**config.mk**
```make
export PLATFORM = sky130hd
export DESIGN_NAME = pgrom_rd
export DESIGN_NICKNAME = d
export VERILOG_FILES = /design/src/rtl/pgrom_pkg.sv /design/src/rtl/pgrom_timer.sv /design/src/rtl/pgrom_seq.sv /design/src/rtl/pgrom_lane.sv /design/src/rtl/pgrom_rd.sv
export SDC_FILE = /design/constraint.sdc
export NUM_CORES = 1
export LEC_CHECK = 0
export ABC_AREA = 1
export ABC_CLOCK_PERIOD_IN_PS = 2200
export BUFFER_PORTS_ARGS = -buffer_cell sky130_fd_sc_hd__buf_4
export CORE_MARGIN = 3
export CORE_UTILIZATION = 35
export CTS_BUF_LIST = sky130_fd_sc_hd__clkbuf_8
export CTS_CLUSTER_DIAMETER = 200
export CTS_CLUSTER_SIZE = 16
export DETAILED_ROUTE_END_ITERATION = 8
export GPL_TIMING_DRIVEN = 0
export PLACE_DENSITY = 0.54
export SLEW_MARGIN = 20
export SYNTH_ARGS = -nofsm -noshare
export SYNTH_HDL_FRONTEND = slang
export SYNTH_SLANG_ARGS = --single-unit
```
**constraint.sdc**
```tcl
create_clock -name clk -period 2.2 [get_ports clk]
set_clock_uncertainty 0.1 [all_clocks]
set_input_delay 0.22 -clock clk [delete_from_list [all_inputs] [get_ports clk]]
set_output_delay 0.22 -clock clk [all_outputs]
set_load 0.01 [all_outputs]
```
**src/rtl/pgrom_pkg.sv**
```systemverilog
package pgrom_pkg;

   typedef enum logic [1:0] {
      ST_IDLE = 2'd0,
      ST_ACC  = 2'd1,
      ST_GAP  = 2'd2
   } pgrom_st_e;

   // Convert a time in ps into whole cycles, rounding up, minimum one cycle.
   function automatic int unsigned ps_to_cyc(input int unsigned t_ps,
                                             input int unsigned clk_ps);
      int unsigned n;
      n = (t_ps + clk_ps - 1) / clk_ps;
      return (n < 1) ? 1 : n;
   endfunction

   function automatic int unsigned max2(input int unsigned a, input int unsigned b);
      return (a > b) ? a : b;
   endfunction

endpackage

```
**src/rtl/pgrom_timer.sv**
```systemverilog
// Down-counting wait timer: done is high in the last cycle of a loaded wait.
module pgrom_timer #(
   parameter int unsigned CNT_W = 4
) (
   input  logic             clk,
   input  logic             rst_n,
   input  logic             load,
   input  logic [CNT_W-1:0] load_val,
   output logic             done
);
   logic [CNT_W-1:0] cnt_q;

   always_ff @(posedge clk or negedge rst_n) begin
      if (!rst_n) begin
         cnt_q <= CNT_W'(1);
      end else if (load) begin
         cnt_q <= load_val;
      end else if (cnt_q > CNT_W'(1)) begin
         cnt_q <= cnt_q - CNT_W'(1);
      end
   end

   assign done = (cnt_q == CNT_W'(1));
endmodule

```
**src/rtl/pgrom_seq.sv**
```systemverilog
// Address sequencer: element address, remaining count, organization, page-end detect.
module pgrom_seq #(
   parameter int unsigned EA_W   = 23,
   parameter int unsigned LEN_W  = 8,
   parameter int unsigned WPG_W  = 3
) (
   input  logic             clk,
   input  logic             rst_n,
   input  logic             start,
   input  logic [EA_W-1:0]  start_addr,
   input  logic [LEN_W-1:0] start_len,
   input  logic             start_byte,
   input  logic             step,
   output logic [EA_W-1:0]  addr,
   output logic             byte_mode,
   output logic             rem_zero,
   output logic             at_page_end
);
   localparam int unsigned BPG_W = WPG_W + 1;

   logic [LEN_W-1:0] rem_q;
   logic             word_end;
   logic             byte_end;

   always_ff @(posedge clk or negedge rst_n) begin
      if (!rst_n) begin
         addr      <= '0;
         rem_q     <= '0;
         byte_mode <= 1'b0;
      end else if (start) begin
         addr      <= start_addr;
         rem_q     <= start_len;
         byte_mode <= start_byte;
      end else if (step) begin
         addr      <= addr + EA_W'(1);
         rem_q     <= rem_q - LEN_W'(1);
      end
   end

   assign rem_zero    = (rem_q == '0);
   assign word_end    = &addr[WPG_W-1:0];
   assign byte_end    = &addr[BPG_W-1:0];
   assign at_page_end = byte_mode ? byte_end : word_end;
endmodule

```
**src/rtl/pgrom_lane.sv**
```systemverilog
// Output register with per-lane masking of the upper byte in byte mode.
module pgrom_lane #(
   parameter int unsigned DQ_W = 16
) (
   input  logic            clk,
   input  logic            rst_n,
   input  logic            cap,
   input  logic            cap_last,
   input  logic            byte_mode,
   input  logic [DQ_W-1:0] dq,
   input  logic            out_ready,
   output logic            out_valid,
   output logic [DQ_W-1:0] out_data,
   output logic            out_last
);
   localparam int unsigned HALF = DQ_W / 2;

   logic [DQ_W-1:0] dq_m;

   genvar gi;
   generate
      for (gi = 0; gi < DQ_W; gi++) begin : g_lane
         if (gi < HALF) begin : g_lo
            assign dq_m[gi] = dq[gi];
         end else begin : g_hi
            assign dq_m[gi] = dq[gi] & ~byte_mode;
         end
      end
   endgenerate

   always_ff @(posedge clk or negedge rst_n) begin
      if (!rst_n) begin
         out_valid <= 1'b0;
         out_data  <= '0;
         out_last  <= 1'b0;
      end else if (cap) begin
         out_valid <= 1'b1;
         out_data  <= dq_m;
         out_last  <= cap_last;
      end else if (out_ready) begin
         out_valid <= 1'b0;
      end
   end
endmodule

```
**src/rtl/pgrom_rd.sv**
```systemverilog
module pgrom_rd
   import pgrom_pkg::*;
#(
   parameter int unsigned CLK_PS    = 10000,
   parameter int unsigned T_ADDR_PS = 100000,
   parameter int unsigned T_CE_PS   = 100000,
   parameter int unsigned T_PAGE_PS = 30000,
   parameter int unsigned T_OE_PS   = 30000,
   parameter int unsigned T_DF_PS   = 20000,
   parameter int unsigned ROM_AW    = 22,
   parameter int unsigned DQ_W      = 16,
   parameter int unsigned LEN_W     = 8,
   parameter int unsigned WPG_W     = 3
) (
   input  logic              clk,
   input  logic              rst_n,
   input  logic              req_valid,
   output logic              req_ready,
   input  logic [ROM_AW:0]   req_addr,
   input  logic [LEN_W-1:0]  req_len,
   input  logic              req_byte,
   output logic [ROM_AW-1:0] rom_a,
   output logic              rom_am1,
   output logic              rom_am1_oe,
   output logic              rom_ce_n,
   output logic              rom_oe_n,
   output logic              rom_wsel,
   input  logic [DQ_W-1:0]   rom_dq,
   output logic              out_valid,
   input  logic              out_ready,
   output logic [DQ_W-1:0]   out_data,
   output logic              out_last
);
   localparam int unsigned EA_W   = ROM_AW + 1;
   localparam int unsigned N_RAND = max2(max2(ps_to_cyc(T_ADDR_PS, CLK_PS),
                                              ps_to_cyc(T_CE_PS, CLK_PS)),
                                         ps_to_cyc(T_OE_PS, CLK_PS));
   localparam int unsigned N_PAGE = ps_to_cyc(T_PAGE_PS, CLK_PS);
   localparam int unsigned N_DF   = ps_to_cyc(T_DF_PS, CLK_PS);
   localparam int unsigned N_MAX  = max2(max2(N_RAND, N_PAGE), N_DF);
   localparam int unsigned CNT_W  = $clog2(N_MAX + 1);

   generate
      if (CLK_PS == 0) begin : g_chk_clk
         $error("pgrom_rd: CLK_PS must be non-zero");
      end
      if ((DQ_W < 2) || (DQ_W % 2 != 0)) begin : g_chk_dq
         $error("pgrom_rd: DQ_W must be even and at least 2");
      end
      if (ROM_AW <= WPG_W + 1) begin : g_chk_aw
         $error("pgrom_rd: ROM_AW must exceed the page index width");
      end
      if (LEN_W < 1) begin : g_chk_len
         $error("pgrom_rd: LEN_W must be at least 1");
      end
   endgenerate

   pgrom_st_e         st_q;
   logic              accept;
   logic              cap;
   logic              t_done;
   logic              t_load;
   logic [CNT_W-1:0]  t_val;
   logic [EA_W-1:0]   addr;
   logic              byte_mode;
   logic              rem_zero;
   logic              at_page_end;

   assign req_ready = (st_q == ST_IDLE);
   assign accept    = req_ready && req_valid;
   assign cap       = (st_q == ST_ACC) && t_done && (!out_valid || out_ready);

   always_comb begin
      t_load = 1'b0;
      t_val  = CNT_W'(N_RAND);
      if (accept) begin
         t_load = 1'b1;
         t_val  = CNT_W'(N_RAND);
      end else if (cap) begin
         t_load = 1'b1;
         if (rem_zero)         t_val = CNT_W'(N_DF);
         else if (at_page_end) t_val = CNT_W'(N_RAND);
         else                  t_val = CNT_W'(N_PAGE);
      end
   end

   always_ff @(posedge clk or negedge rst_n) begin
      if (!rst_n) begin
         st_q <= ST_IDLE;
      end else begin
         unique case (st_q)
            ST_IDLE: if (accept)           st_q <= ST_ACC;
            ST_ACC:  if (cap && rem_zero)  st_q <= ST_GAP;
            ST_GAP:  if (t_done)           st_q <= ST_IDLE;
            default:                       st_q <= ST_IDLE;
         endcase
      end
   end

   pgrom_timer #(.CNT_W(CNT_W)) u_timer (
      .clk      (clk),
      .rst_n    (rst_n),
      .load     (t_load),
      .load_val (t_val),
      .done     (t_done)
   );

   pgrom_seq #(.EA_W(EA_W), .LEN_W(LEN_W), .WPG_W(WPG_W)) u_seq (
      .clk         (clk),
      .rst_n       (rst_n),
      .start       (accept),
      .start_addr  (req_addr),
      .start_len   (req_len),
      .start_byte  (req_byte),
      .step        (cap && !rem_zero),
      .addr        (addr),
      .byte_mode   (byte_mode),
      .rem_zero    (rem_zero),
      .at_page_end (at_page_end)
   );

   pgrom_lane #(.DQ_W(DQ_W)) u_lane (
      .clk       (clk),
      .rst_n     (rst_n),
      .cap       (cap),
      .cap_last  (rem_zero),
      .byte_mode (byte_mode),
      .dq        (rom_dq),
      .out_ready (out_ready),
      .out_valid (out_valid),
      .out_data  (out_data),
      .out_last  (out_last)
   );

   assign rom_ce_n   = (st_q != ST_ACC);
   assign rom_oe_n   = (st_q != ST_ACC);
   assign rom_wsel   = ~byte_mode;
   assign rom_am1_oe = byte_mode;
   assign rom_am1    = addr[0];
   assign rom_a      = byte_mode ? addr[EA_W-1:1] : addr[ROM_AW-1:0];
endmodule

```
== Word level (Yosys, flattened, before mapping) ==
Cells that the tools add are included.
W data, S select, Z words.
Operators by class
  equal/unequal tests: 7
  order comparisons: 1
  add/subtract/negate cells: 3
  mux-type cells: 20
  bitwise logic cells: 9
  reduce and logical (&&, ||, !) cells: 16
Operator list (count)
  $mux W23: 2
  $mux W4: 6
  $add A23 B1 Y23 const B: 1
  $mux W22: 1
  $mux W8: 2
  $and A1 B1 Y1: 8
  $logic_not A8 Y1: 1
  $sub A8 B1 Y8 const B: 1
  $mux W2: 3
  $ne A2 B1 Y1 const B: 3
  $pmux W2 S3: 1
  $reduce_and A3 Y1: 2
  $reduce_bool A2 Y1: 3
  $logic_and A1 B1 Y1: 5
  $mux W1: 5
  $eq A4 B1 Y1 const B: 1
  $gt A4 B1 Y1 const B: 1
  $reduce_and A4 Y1: 1
  $sub A4 B1 Y4 const B: 1
  $eq A2 B1 Y1 const B: 1
  $eq A2 B2 Y1 const B: 1
  $logic_not A1 Y1: 2
  $logic_not A2 Y1: 1
  $ne A2 B2 Y1 const B: 1
  2 further kinds: 2
Storage, ports and cells
  output and inout bits: 46
  register bits: 56
  word-level logic and storage cells: 64

== Longest topological paths before layout ==
Gate-level depths: netlist of run 1.
  depth in word-level cells: 7
  gate-level depth with buffers: 11

== By module ==
From an unflattened synthesis of run 1, not the netlist that was laid out.
Unflattened totals
  cell total of the unflattened synthesis: 502
  area, all modules: 3608.5 µm²
Modules (own cells, without submodules)
  pgrom_seq: area each 2133.3 µm², cells an instance 289, seq. area each 800.8 µm², times used 1
  pgrom_lane: area each 738.2 µm², cells an instance 76, seq. area each 450.4 µm², times used 1
  pgrom_rd: area each 465.4 µm², cells an instance 97, seq. area each 50.0 µm², times used 1
  pgrom_timer: area each 271.5 µm², cells an instance 40, seq. area each 101.3 µm², times used 1

== Worst setup path before layout of run 1 ==
OpenSTA, ideal clock, no wires.
  path type: register to register
  start point: register u_timer.cnt_q[0]
  end point: register u_seq.addr[13]
  path buffers: 1
  stages on the path, launching flop included: 10
  slack: 627 ps
  data arrival time: 1355 ps
  cell sequence: dfstp_2 -> ha_1 -> nand2_1 -> nor2_2 -> nand3_2 -> nand2_4 -> inv_2 -> buf_6 -> nand2_1 -> nand2_1
On the way
  word-level cells in the longest chain between the ends: 5
Ends and longest elaborated chain
  start, declared: RTL line pgrom_timer.sv:11  | logic [CNT_W-1:0] cnt_q;
  start signal, assigned: RTL line pgrom_timer.sv:17  | cnt_q <= load_val;
  start signal, assigned: RTL line pgrom_timer.sv:19  | cnt_q <= cnt_q - CNT_W'(1);
  $eq A4 B1 Y1: RTL line pgrom_timer.sv:23  | assign done = (cnt_q == CNT_W'(1));
  $logic_and A1 B1 Y1 (2 in series): RTL line pgrom_rd.sv:71  | assign cap = (st_q == ST_ACC) && t_done && (!out_valid || out_ready);
  $logic_and A1 B1 Y1: RTL line pgrom_rd.sv:115  | .step (cap && !rem_zero),
  $reduce_bool A2 Y1 (no line)
  end signal, assigned: RTL line pgrom_seq.sv:31  | addr <= start_addr;
  end signal, assigned: RTL line pgrom_seq.sv:35  | addr <= addr + EA_W'(1);
  end, declared: RTL line pgrom_seq.sv:14  | output logic [EA_W-1:0] addr,
No other way between the ends.
A chain may end at the register's enable or synchronous reset.

== Worst setup path after layout of run 1 ==
  start point: register u_seq.byte_mode
  end point: output port rom_a[6]
On the way
  word-level cells in the longest chain between the ends: 1
Ends and longest elaborated chain
  start, declared: RTL line pgrom_seq.sv:15  | output logic byte_mode,
  start signal, assigned: RTL line pgrom_seq.sv:33  | byte_mode <= start_byte;
  $mux W22: RTL line pgrom_rd.sv:140  | assign rom_a = byte_mode ? addr[EA_W-1:1] : addr[ROM_AW-1:0];
  end, declared: RTL line pgrom_rd.sv:22  | output logic [ROM_AW-1:0] rom_a,
No other way between the ends.

==> key figures, run 1 <==
Die
  • Die extent in y: 109 µm
  • Ports: approximately 100
  • Initial core utilization: a little under two fifths
  • Die W: roughly 110 µm
  • Row Count: 36
  • Die area: between 0.01 and 0.015 mm²
  • Core area: between 0.01 and 0.015 mm²

Logic synthesis
  • Mapped Area: between 0.003 and 0.004 mm²
  • Unique masters post-synth: 31
  • Post-synthesis compound-gate area fraction: 9.04%
  • Seq cells post-synth: 56
  • Most common flop cell mapped by yosys: dfrtp_1
  • Post-synth top area cell: dfrtp_1
  • Post-synth EDFFs: 0
  • Post-synth ARST share: between 90% and 100%
  • Post-synthesis adder-cell area fraction: 2.02%
  • Yosys warns: 0
  • Cells after synthesis: roughly 560
  • Main combinational cell family by area after synthesis: simple AND/OR/NAND/NOR gates
  • Post-synthesis mux area share: 0%
  • Synth area leaders: dfrtp_1, nand2_1, nand3_1
  • Post-Synth XOR/XNOR Area: 1.18%
  • Post-Syn Nets: slightly above 600
  • Synth Area in Simple Gates: 40.7%
  • Sequential area share after synthesis: a little under two fifths
  • Mean area per synthesized cell: ~6.7 µm²
  • Top cell type's share of synthesized area: a little under two fifths

Power and ir drop
  • PwrDens: ~1300 mW/mm²
  • Leakage: 2.57 nW
  • Max VDD drop: approximately 0.46 mV
  • Logic pwr share: 58.1%
  • Sw Share: between 40 and 50%
  • Clk network pwr share: about a tenth
  • Flop pwr share: 32.1%
  • Tot Pwr: roughly 6.0 mW
  • Psw: between 2 and 3 mW
  • Pint: 3.16 mW

Worst setup path
  • R2R depth: 11
  • Slowest CP cell: dfrtp_1
  • Worst path max stage delay: 0.48 ns
  • CP Class: register to primary output
  • R2R Setup Slk: approximately 0.34 ns
  • WP data arrival: approximately 1.7 ns
  • CP Data Required Time: 1.88 ns
  • WP buf/inv: 3
  • Critical path capture point type: primary output
  • Critical Path Start: u_seq.byte_mode
  • Kind of cell adding the most delay to the critical path: buffers and inverters
  • CP cell instances: buf_2, clkbuf_4, nand2_1, o21ai_0, buf_4
  • Setup crit start kind: register
  • Crit Reg-Reg Endpoint: u_seq.addr[17]
  • Worst r2r src: u_seq.rem_q[0]
  • Crit-path max FO: 10

Clocking
  • Reg clk slew, reported paths: between 0.1 and 0.15 ns
  • CTS tree: built
  • CTS root buffer: clkbuf_8
  • H-tree levels: 2
  • Total CTS buffers: 5
  • Worst skew pair latency: between 0.3 and 0.4 ns
  • Clock sink count: between 50 and 60
  • Post-CTS Setup Repair Bufs: 0
  • Longest Clk Path Bufs: 2

Place
  • Placement Cell Area: approximately 0.0046 mm²
  • Port Buffers: 97
  • HPWL after detailed placement: approximately 8.2 mm
  • Routability cong.: roughly 0.85

Run status
  • Outcome: finished, final reports clean

Timing
  • Slew Viols, Final: 0
  • Final hold vios: 0
  • Worst rel slew slack: about half
  • Tmin final: around 2.1 ns
  • Worst slew pin tran: around 0.74 ns
  • Period utilization: just over 90%
  • Final TNS setup: 0 ns
  • Endpoints failing setup: 0
  • Max Fclk: 0.486 GHz
  • Unrepaired setup endpoints after global routing: false

Cells and area
  • Layout cells sized above 1: between 20% and 30%
  • Final Cell Area: about 0.0048 mm²
  • Final core utilization: 47.6%
  • Layout area overhead: 29.0%
  • Antenna diode count: 0
  • Final #Nets: around 730

Drt
  • Via density: 4.84
  • Routed len/inst: ~14 µm
  • Vias: between 3k and 4k
  • Pre-antenna DRT Iters: 5
  • WL final: 11.2 mm
  • Drt first-iter violations: between 200 and 250
  • Final ANT Viol Nets: 0
  • Post-route DRC: 0

Global routing
  • Initial antenna violation count: 0
  • Largest net degree at the start of global routing: 57
  • Vias in the first global route: 3607
  • All-layer global routing usage: between 10% and 20%
  • GRT overflow: 0
  • First-pass GRT wire length: around 18 mm

Job
  • # Max-Cap Violations: 0

Hold path
  • HP Start: req_addr[16]
  • WHS Path Cells: 3
  • Worst Hold Class: primary input to register
  • WHS Endpoint: u_seq.addr[16]
## cell usage in the layout (no fill, tap or decap), types with 6 or more instances in the layout
cell and instances:
nand2_2 7, buf_4 102, nand2_1 232, nand3_1 43, buf_2 10, ha_1 6
inv_2 12, o21ai_1 23, inv_1 43, o21ai_0 35, dfrtp_1 55, dlygate4sd3_1 9
nor2_1 40
## through the flow
stage               hold slack, ns  worst slack, ns  std cells
floorplan                   -0.176            0.627        556
global placement             0.248           0.0619        786
detailed placement           0.245           0.0549        786
CTS                        0.00387           0.0392        802
global route                0.0286          0.00354        802
finish                      0.0165            0.143        802
## routing by layer
layer	wire [µm]	part of all wire, %	GRT usage (%)
met2	5050	45	30.1
met3	611	5.4	2.31
met4	157	1.4	5.95
met5	0	0	0
met1	5390	48	27.8
## Yosys cell counts (3+ instances only)
cell type and number:
nand2_1 232, dfrtp_1 55, nand3_1 43, inv_1 42
nor2_1 40, o21ai_0 35, o21ai_1 23, inv_2 12
buf_2 9, nand2_2 7, clkbuf_1 6, ha_1 6
buf_4 5, or2_2 5, nand2_4 4, nor2_2 4
buf_6 3, nand4_1 3, nor2_4 3, nor2_8 3
xor2_1 3
## registers in the layout, summed over array words and instances (netlist names)
register and flops:
u_seq.addr 23, u_lane.out_data 16, u_seq.rem_q 8, u_timer.cnt_q 4, st_q 2, u_lane.out_last 1, u_lane.out_valid 1, u_seq.byte_mode 1
## how the worst max path moves through the flow
| stage | end | slack, ns | depth (start not counted) |
|---|---|---|---|
| 2_1_floorplan | u_seq.addr[13] | 0.63 | 9 |
| 3_3_place_gp | rom_a[4] | 0.06 | 5 |
| 3_5_place_dp | rom_a[6] | 0.05 | 5 |
| 4_1_cts | rom_a[4] | 0.04 | 5 |
| 5_1_grt | rom_a[7] | 0.004 | 5 |
| 6_report | rom_a[6] | 0.14 | 5 |
## power by group through the flow
stage / logic, mW / clock network, mW / registers [mW]
finish: 3.48 / 0.591 / 1.92
CTS: 3.52 / 0.622 / 1.91
global route: 3.96 / 0.650 / 1.99
global placement: 3.45 / 0 / 1.92
floorplan: 2.07 / 0 / 1.92
detailed placement: 3.50 / 0 / 1.93
## worst register-to-register path: cells and delay by family, from the launching register on
family / cells / cell delay [ns]
buffers and inverters: 3 / 0.43
flip-flops: 1 / 0.39
adder cells (fa/ha/maj): 1 / 0.16
AND/OR/NAND/NOR: 7 / 0.74
## cell families (layout without fill, tap and decap cells)
| group | Yosys count | after routing |
|---|---|---|
| AO/OA/AOI/OAI | 65 | 65 |
| flip-flops | 56 | 56 |
| XOR/XNOR | 5 | 5 |
| buffers and inverters | 78 | 191 |
| adder cells (fa/ha/maj) | 6 | 6 |
| AND/OR/NAND/NOR | 346 | 346 |
## final cells by class
type                       instances  area (µm²)
fill                            1041        5260
multi-input combinational        422        1960
sequential                        56        1400
timing repair buffer             106         818
inverter                          54         203
tap                              133         166
buffer                            23         144
clock buffer                       5        68.8
clock inverter                     3        20.0
## timing repair
action | 4_1_cts | 5_1_grt
endpoints found under the hold margin | 63 | 0
hold buffers | 9 | 0
gates resized for setup | 2 | 3
setup endpoints to repair | 18 | 9
Power figures use the tool's default switching activity.
==> inputs of run 2 (changes only) <==
--- a/config.mk
+++ b/config.mk
@@ -15,6 +15,7 @@
 export CTS_CLUSTER_SIZE = 16
 export DETAILED_ROUTE_END_ITERATION = 8
 export GPL_TIMING_DRIVEN = 0
+export MAX_ROUTING_LAYER = met4
 export PLACE_DENSITY = 0.54
 export SLEW_MARGIN = 20
 export SYNTH_ARGS = -nofsm -noshare
==> key figures, run 2 (same netlist as run 1, synthesis figures left out) <==
Worst setup path
  • Critical path capture point type: primary output (unchanged)
  • R2R Setup Slk: 0.33 ns (was 0.34 ns)
  • Setup crit end: rom_a[6] (unchanged)
  • CP cell instances: buf_2, clkbuf_4, nand2_1, o21ai_0, buf_4 (unchanged)
  • Critical Path Start: u_seq.byte_mode (unchanged)
  • Crit Reg-Reg Endpoint: u_seq.addr[17] (unchanged)
  • R2R depth: 11 (unchanged)
  • CP Class: register to primary output (unchanged)
  • CP Data Required Time: 1.88 ns (about the same)
  • Kind of cell adding the most delay to the critical path: buffers and inverters (unchanged)
  • WP buf/inv: 3 (unchanged)
  • Worst path max stage delay: 0.48 ns (about the same)
  • Slowest CP cell: dfrtp_1 (unchanged)
  • Levels on crit path: 5 (unchanged)
  • Worst r2r src: u_seq.rem_q[0] (unchanged)
  • Crit-path max FO: 10 (unchanged)
  • Setup crit start kind: register (unchanged)
  • WP data arrival: 1.75 ns (was 1.74 ns)

Clocking
  • Total CTS buffers: 5 (unchanged)
  • Longest Clk Path Bufs: 2 (unchanged)
  • CTS root buffer: clkbuf_8 (unchanged)
  • CTS tree: built (unchanged)
  • Clock sink count: 56 (unchanged)
  • Worst skew pair latency: 0.32 ns (about the same)
  • Reg clk slew, reported paths: 0.11 ns (about the same)
  • H-tree levels: 2 (unchanged)

Die
  • Initial core utilization: 36.9% (unchanged)
  • Core area: 0.0100 mm² (unchanged)
  • Die extent in y: 109 µm (unchanged)
  • Die area: 0.0119 mm² (unchanged)
  • Row Count: 36 (unchanged)
  • Ports: 98 (unchanged)
  • Die W: 109 µm (unchanged)

Hold path
  • Worst Hold Class: primary input to register (unchanged)
  • WHS Path Cells: 3 (unchanged)

Drt
  • Final ANT Viol Nets: 0 (unchanged)
  • Via density: 4.84 (about the same)
  • Post-route DRC: 0 (unchanged)
  • Vias: 3878 (was 3880)
  • WL final: 11.2 mm (about the same)
  • Drt first-iter violations: 216 (was 215)
  • Routed len/inst: 14.0 µm (about the same)
  • Pre-antenna DRT Iters: 5 (unchanged)

Global routing
  • First-pass GRT wire length: 17.9 mm (about the same)
  • M2 GR Usage: 30.1% (unchanged)
  • All-layer global routing usage: 19.8% (was 19.3%)
  • Vias in the first global route: 3609 (was 3607)
  • Met3 GRT Util: 2.31% (unchanged)
  • Initial antenna violation count: 0 (unchanged)
  • GR peak layer: met2 (unchanged)
  • Largest net degree at the start of global routing: 57 (unchanged)
  • GRT overflow: 0 (unchanged)
  • Met1 Track Usage GR: 27.8% (unchanged)

Place
  • Port Buffers: 97 (unchanged)
  • Routability cong.: 0.863 (was 0.849)
  • HPWL after detailed placement: 8.17 mm (unchanged)

Cells and area
  • Leading cell types in the layout, fill and taps excluded: nand2_1, buf_4, dfrtp_1 (unchanged)
  • Antenna diode count: 0 (unchanged)
  • Largest regs: u_seq.addr x23, u_lane.out_data x16, u_seq.rem_q x8 (unchanged)
  • Top reg by flops: u_seq.addr (unchanged)
  • Layout cells sized above 1: 24.4% (unchanged)
  • Layout area overhead: 29.0% (unchanged)
  • Commonest non-fill, non-tap cell in the layout: nand2_1 (unchanged)
  • Final #Nets: 726 (unchanged)
  • Max reg flops: 23 (unchanged)

Power and ir drop
  • PwrDens: 1250 mW/mm² (about the same)
  • Leakage: 2.57 nW (unchanged)
  • Max VDD drop: 0.460 mV (about the same)

Timing
  • Final TNS setup: 0 ns (unchanged)
  • Hold_ws: 0.0142 ns (was 0.0165 ns)
  • Unrepaired setup endpoints after global routing: false (unchanged)
  • Worst rel slew slack: 50.4% (about the same)
  • Tmin final: 2.07 ns (was 2.06 ns)
  • Period utilization: 93.9% (was 93.5%)
  • Final hold vios: 0 (unchanged)
  • Worst slew pin tran: 0.744 ns (about the same)
  • Endpoints failing setup: 0 (unchanged)
  • Max Fclk: 0.484 GHz (was 0.486 GHz)
  • Slew Viols, Final: 0 (unchanged)

Run status
  • Outcome: finished, final reports clean (unchanged)

Job
  • # Max-Cap Violations: 0 (unchanged)
==> run 2: cell counts in the layout (fill, tap and decap cells not counted) <==
No cell type changed its count.
==> run 2: repair_timing <==
item	CTS	global route
hold buffers	9	0
setup buffers	0	0
endpoints found under the setup margin	18	9
resized for setup	2	3
hold endpoints to repair	63	0
==> run 2: how the worst min path moves through the flow <==
stage | from | to | slack (ns)
floorplan | rst_n | st_q[0] | -0.18
global placement | rst_n | u_lane.out_data[13] | 0.25
detailed placement | rst_n | u_lane.out_data[10] | 0.24
CTS | req_byte | u_seq.byte_mode | 0.004
global route | req_byte | u_seq.byte_mode | 0.03
finish | req_addr[16] | u_seq.addr[16] | 0.01
==> run 2: worst min-delay path, stage by stage <==
cell	delay [ns]
buf_4	0.08
nand2_1	0.04
nand3_1	0.06
==> run 2: layer usage <==
metal  up-vias  wire (µm)
met3        17        631
met1      1787       5370
met4         0        170
li1       1957          -
met5         -          0
met2       117       5030
==> run 2: report_power, final <==
| part | internal, mW | leakage [nW] | switching (mW) |
|---|---|---|---|
| logic | 1.44 | 1.82 | 2.04 |
| registers | 1.50 | 0.705 | 0.422 |
| clock network | 0.224 | 0.0455 | 0.371 |
==> run 2: cell type report <==
type / instances / area, µm²
buffer: 23 / 144
fill: 1041 / 5260
tap: 133 / 166
clock inverter: 3 / 20.0
sequential: 56 / 1400
inverter: 54 / 203
timing repair buffer: 106 / 818
multi-input combinational: 422 / 1960
clock buffer: 5 / 68.8
==> run 2: stage by stage <==
stage               setup slack [ns]  instance area [µm²]  cells  power (mW)  util, %
detailed placement            0.0549                 4610    786        5.43     45.9
global placement              0.0619                 4610    786        5.37     45.9
CTS                           0.0392                 4780    802        6.06     47.6
floorplan                      0.627                 3710    556        4.00        -
global route                 0.00355                 4790    802        6.60     47.6
finish                         0.133                 4790    802        6.00     47.6
